<file path="src/rtl/pmc_pkg.sv">
package pmc_pkg;

   localparam int unsigned IDX_W = 32;
   localparam int unsigned LO_W  = 32;
   localparam int unsigned ERR_W = 16;

   typedef struct packed {
      logic       native;
      logic       ctl_en;
      logic       secure;
      logic [1:0] cpl;
   } pmc_mode_t;

   // Permission rule for one read, given the selected counter's monitor bit
   function automatic logic pmc_allow(input pmc_mode_t m, input logic priv_bit);
      logic secured;
      logic kernel;
      secured = m.secure | ~m.ctl_en;
      kernel  = (m.cpl == 2'd0);
      if (m.native) begin
         return kernel | (~priv_bit & ~secured);
      end
      return m.ctl_en | kernel;
   endfunction

endpackage

</file>
<file path="src/rtl/pmc_event_ctr.sv">
module pmc_event_ctr #(
   parameter int unsigned W = 48
) (
   input  logic         clk,
   input  logic         rst,
   input  logic         evt,
   input  logic         ld,
   input  logic [W-1:0] ld_val,
   output logic [W-1:0] cnt
);

   always_ff @(posedge clk) begin
      if (rst) begin
         cnt <= '0;
      end else if (ld) begin
         cnt <= ld_val;
      end else if (evt) begin
         cnt <= cnt + W'(1);
      end
   end

endmodule

</file>
<file path="src/rtl/pmc_access_check.sv">
module pmc_access_check
   import pmc_pkg::*;
#(
   parameter int unsigned NCTR      = 4,
   parameter int unsigned SLOT_BASE = 4,
   parameter int unsigned SLOT_W    = 3
) (
   input  logic [IDX_W-1:0]  idx,
   input  pmc_mode_t         mode,
   input  logic [NCTR-1:0]   priv_bits,
   output logic              idx_ok,
   output logic              grant,
   output logic [SLOT_W-1:0] slot
);

   logic priv_sel;

   // Whole-word compare: high bits must be zero for a hit
   assign idx_ok = (idx < IDX_W'(NCTR));

   always_comb begin
      priv_sel = 1'b0;
      for (int i = 0; i < int'(NCTR); i++) begin
         if (idx == IDX_W'(i)) priv_sel = priv_bits[i];
      end
   end

   assign slot  = SLOT_W'(idx) + SLOT_W'(SLOT_BASE);
   assign grant = idx_ok & pmc_allow(mode, priv_sel);

endmodule

</file>
<file path="src/rtl/pmc_read_unit.sv">
module pmc_read_unit
   import pmc_pkg::*;
#(
   parameter int unsigned NCTR      = 4,
   parameter int unsigned CNT_W     = 48,
   parameter int unsigned SLOT_BASE = 4,
   localparam int unsigned SEL_W    = (NCTR > 1) ? $clog2(NCTR) : 1
) (
   input  logic             clk,
   input  logic             rst,
   input  logic [NCTR-1:0]  evt_in,
   input  logic             cfg_we,
   input  logic [SEL_W-1:0] cfg_sel,
   input  logic             cfg_is_priv,
   input  logic [CNT_W-1:0] cfg_wdata,
   input  logic             req_valid,
   input  logic [31:0]      req_idx,
   input  logic [1:0]       req_cpl,
   input  logic             req_native,
   input  logic             req_ctl_en,
   input  logic             req_secure,
   output logic             rsp_valid,
   output logic             rsp_fault,
   output logic [15:0]      rsp_err,
   output logic [CNT_W-33:0] rsp_hi,
   output logic [31:0]      rsp_lo
);

   localparam int unsigned NSLOT  = SLOT_BASE + NCTR;
   localparam int unsigned SLOT_W = (NSLOT > 1) ? $clog2(NSLOT) : 1;
   localparam int unsigned HI_W   = CNT_W - LO_W;

   // Elaboration-time parameter checks
   if (CNT_W <= LO_W || CNT_W > 64) begin : g_bad_width
      $error("CNT_W must be in 33..64");
   end
   if (NCTR < 1) begin : g_bad_count
      $error("NCTR must be at least 1");
   end

   logic [CNT_W-1:0] cnt_q  [NCTR];
   logic [CNT_W-1:0] slot_d [NSLOT];
   logic [NCTR-1:0]  priv_q;

   // Counter bank
   for (genvar g = 0; g < int'(NCTR); g++) begin : g_ctr
      logic ld;
      assign ld = cfg_we & ~cfg_is_priv & (cfg_sel == SEL_W'(g));
      pmc_event_ctr #(.W(CNT_W)) i_ctr (
         .clk    (clk),
         .rst    (rst),
         .evt    (evt_in[g]),
         .ld     (ld),
         .ld_val (cfg_wdata),
         .cnt    (cnt_q[g])
      );
   end

   // Privileged-monitor bits
   always_ff @(posedge clk) begin
      if (rst) begin
         priv_q <= '0;
      end else if (cfg_we && cfg_is_priv) begin
         for (int i = 0; i < int'(NCTR); i++) begin
            if (cfg_sel == SEL_W'(i)) priv_q[i] <= cfg_wdata[0];
         end
      end
   end

   // Data slot space: counters sit above SLOT_BASE, lower slots read zero
   for (genvar s = 0; s < int'(NSLOT); s++) begin : g_slot
      if (s < int'(SLOT_BASE)) begin : g_empty
         assign slot_d[s] = '0;
      end else begin : g_ctr_slot
         assign slot_d[s] = cnt_q[s - int'(SLOT_BASE)];
      end
   end

   // Request check
   pmc_mode_t         mode;
   logic              idx_ok;
   logic              grant;
   logic [SLOT_W-1:0] slot;
   logic [CNT_W-1:0]  rd_val;

   assign mode = '{native: req_native, ctl_en: req_ctl_en,
                   secure: req_secure, cpl: req_cpl};

   pmc_access_check #(
      .NCTR      (NCTR),
      .SLOT_BASE (SLOT_BASE),
      .SLOT_W    (SLOT_W)
   ) i_acc (
      .idx       (req_idx),
      .mode      (mode),
      .priv_bits (priv_q),
      .idx_ok    (idx_ok),
      .grant     (grant),
      .slot      (slot)
   );

   assign rd_val = grant ? slot_d[slot] : '0;

   // Response register: snapshot of the counter in the request cycle
   always_ff @(posedge clk) begin
      if (rst) begin
         rsp_valid <= 1'b0;
         rsp_fault <= 1'b0;
         rsp_hi    <= '0;
         rsp_lo    <= '0;
      end else begin
         rsp_valid <= req_valid;
         rsp_fault <= req_valid & ~grant;
         if (req_valid) begin
            rsp_lo <= rd_val[LO_W-1:0];
            rsp_hi <= rd_val[CNT_W-1:LO_W];
         end else begin
            rsp_lo <= '0;
            rsp_hi <= '0;
         end
      end
   end

   assign rsp_err = '0;

   logic unused_ok;
   assign unused_ok = idx_ok ^ (HI_W == 0);

endmodule

</file>
<file path="config.mk">
export PLATFORM = sky130hd
export DESIGN_NAME = pmc_read_unit
export DESIGN_NICKNAME = d
export VERILOG_FILES = /design/src/rtl/pmc_pkg.sv /design/src/rtl/pmc_event_ctr.sv /design/src/rtl/pmc_access_check.sv /design/src/rtl/pmc_read_unit.sv
export SDC_FILE = /design/constraint.sdc
export NUM_CORES = 1
export LEC_CHECK = 0
export ABC_CLOCK_PERIOD_IN_PS = 2700
export BUFFER_PORTS_ARGS = -buffer_cell sky130_fd_sc_hd__buf_2
export CAP_MARGIN = 15
export CORE_MARGIN = 1.5
export CORE_UTILIZATION = 37
export CTS_BUF_LIST = sky130_fd_sc_hd__clkbuf_2 sky130_fd_sc_hd__clkbuf_4 sky130_fd_sc_hd__clkbuf_8
export CTS_CLUSTER_SIZE = 14
export DETAILED_ROUTE_END_ITERATION = 7
export SLEW_MARGIN = 0
export SYNTH_ARGS = -nofsm -noshare
export SYNTH_HDL_FRONTEND = slang
export SYNTH_HIERARCHICAL = 1
export SYNTH_SLANG_ARGS = --single-unit
</file>
<file path="constraint.sdc">
create_clock -name clk -period 2.7 [get_ports clk]
set_input_delay 0.405 -clock clk [delete_from_list [all_inputs] [get_ports clk]]
set_output_delay 0.405 -clock clk [all_outputs]
set_load 0.02 [all_outputs]
</file>
==> impl_metrics.env <==
export IMPL_outcome="finished clean"
export IMPL_viasPerCell=6.13
export IMPL_wl_um=55000
export IMPL_hp_class="input port to register"
export IMPL_cts_repair_resized=0
export IMPL_busiest_layer="met2"
export IMPL_grt_first_pass_wirelength_um=81900
export IMPL_cts_tree="done"
export IMPL_cts_max_level=2
export IMPL_grt_pass1_vias=13300
export IMPL_synth_avg_cell_area_um2=8.79
export IMPL_use_met3_pct=5.21
export IMPL_io_pins=162
export IMPL_via_count=14600
export IMPL_rsz0062_at_grt="false"
export IMPL_layout_min_cycle_time_ns=2.62
export IMPL_ant_nets=0
export IMPL_std_cell_rows=72
export IMPL_crit_fanout=16
export IMPL_max_slew_margin_rel_pct=49.7
export IMPL_start_kind="register"
export IMPL_antenna_found_initial=2
export IMPL_timing_fmax_mhz=381
export IMPL_cts_root_buf="clkbuf_8"
export IMPL_hold_buffers=0
export IMPL_powerDensity_nw_per_um2=525
export IMPL_dr_pass1_iters=5
export IMPL_cts_num_sinks=246
export IMPL_clock_path_buffers=3
export IMPL_timing_rr_start="g_ctr[2].i_ctr/cnt[2]$_SDFFE_PP0P_"
export IMPL_setup_violations=0
export IMPL_leakage_nw=6.29
export IMPL_area_growth_pct=17.2
export IMPL_finalCritPeriodShare_pct=97.1
export IMPL_critPathLaunch="g_ctr[2].i_ctr/cnt[2]$_SDFFE_PP0P_"
export IMPL_syn_inst=1668
export IMPL_worst_slew_pin_slew_ns=0.754
export IMPL_fp_dieW_um=202
export IMPL_drc=0
export IMPL_drt_initial_drc_count=1694
export IMPL_yosys_warnings=6
export IMPL_drv_slew=0
export IMPL_ir_worst_vdd_uv=260
export IMPL_critPathRequiredTime_ns=3.17
export IMPL_die_h_um=202
export IMPL_dpl_hpwl_um=41400
export IMPL_place_area_um2=16100
export IMPL_place_congestion=0.937
export IMPL_numCtsBuffers=45
export IMPL_regToRegSetupSlack_ns=0.08
export IMPL_layout_drive_gt1_share_pct=21.2
export IMPL_criticalPathCategory="register to register"
export IMPL_post_cts_buffers=0
export IMPL_grt_use_met1_pct=38.3
export IMPL_final_common_cell="dfxtp_1"
export IMPL_setup_tns_ns=0
export IMPL_coreArea_um2=38900
export IMPL_grt_use_met2_pct=38.7
export IMPL_setup_ws_ns=0.0782
export IMPL_clk_pin_slew_ns=0.06
export IMPL_wire_per_inst_um=23.1
export IMPL_grt_overflow=0
export IMPL_fin_area_um2=17200
export IMPL_place_ws_ns=0.198
export IMPL_end_kind="register"
export IMPL_start_util_pct=37.7
export IMPL_grt_total_usage_pct=26.3
export IMPL_syn_area_um2=14700
export IMPL_finClkSkew_ns=0.0239
export IMPL_layout_common_cells="246 x dfxtp_1, 177 x nor2_1, 143 x buf_2, 111 x nand2_1, 76 x buf_4"
export IMPL_fill_cells=3792
export IMPL_cp_arrival_ns=3.09
export IMPL_dieArea_um2=40900
export IMPL_io_buffers=145
export IMPL_fin_total_pwr_mw=9.03
export IMPL_cap_violations=0
export IMPL_holdCritStartpoint="req_valid"
export IMPL_insertion_delay_ns=0.59
export IMPL_grt_max_degree=56
export IMPL_nets=1930
export IMPL_hold_violations=0
[final timing paths]
check                                                      endpoint  cells after the start
worst max register to register  g_ctr[2].i_ctr/cnt[42]$_SDFFE_PP0P_                      5
worst min-delay path                           rsp_valid$_SDFF_PP0_                      2
worst max-delay path            g_ctr[2].i_ctr/cnt[42]$_SDFFE_PP0P_                      5
worst min register to register               priv_q[2]$_SDFFE_PP0P_                      2
[sequential cells by signal, indices dropped and copies added (netlist names)]
name and flops:
rsp_lo 32, rsp_fault 1, rsp_hi 16, rsp_valid 1, priv_q 4, g_ctr.i_ctr/cnt 192
[per-layer routing]
metal	wire [um]	vias to the layer above	part of all wire [%]
li1	-	6683	-
met1	24100	7053	44
met2	23200	776	42
met3	6000	109	11
met5	0	-	0
met4	1680	0	3.1
[critical path, cell delays in order (launching register included)]
cell and delay, ns:
dfxtp_1 0.49, and4_2 0.30, nand3_1 0.22, or4_4 0.70, or4_1 0.50, a311oi_1 0.29
[where the power goes]
| part | internal (mW) | switching [mW] | leakage (nW) |
|---|---|---|---|
| registers | 3.73 | 0.156 | 1.99 |
| clock network | 2.66 | 1.71 | 0.576 |
| logic | 0.294 | 0.485 | 3.72 |
[per-stage QoR]
stage	std cells	hold WS, ns	utilization [%]
CTS	2383	0.0654	44.2
global placement	2301	0.463	41.3
finish	2384	0.0985	44.2
detailed placement	2301	0.475	41.3
floorplan	1683	0.445	-
global route	2384	0.109	44.2
[area by class of cell]
cell class,count,area [um^2],share of cell area (%)
inverter,18,67.6,0.393
sequential,246,4920,28.6
timing repair buffer,223,1360,7.90
antenna,1,2.50,0.0146
clock inverter,15,234,1.36
clock buffer,67,878,5.11
tap,518,648,3.77
multi-input combinational,1296,9080,52.8
No activity file was read; power rests on OpenSTA's default activity.
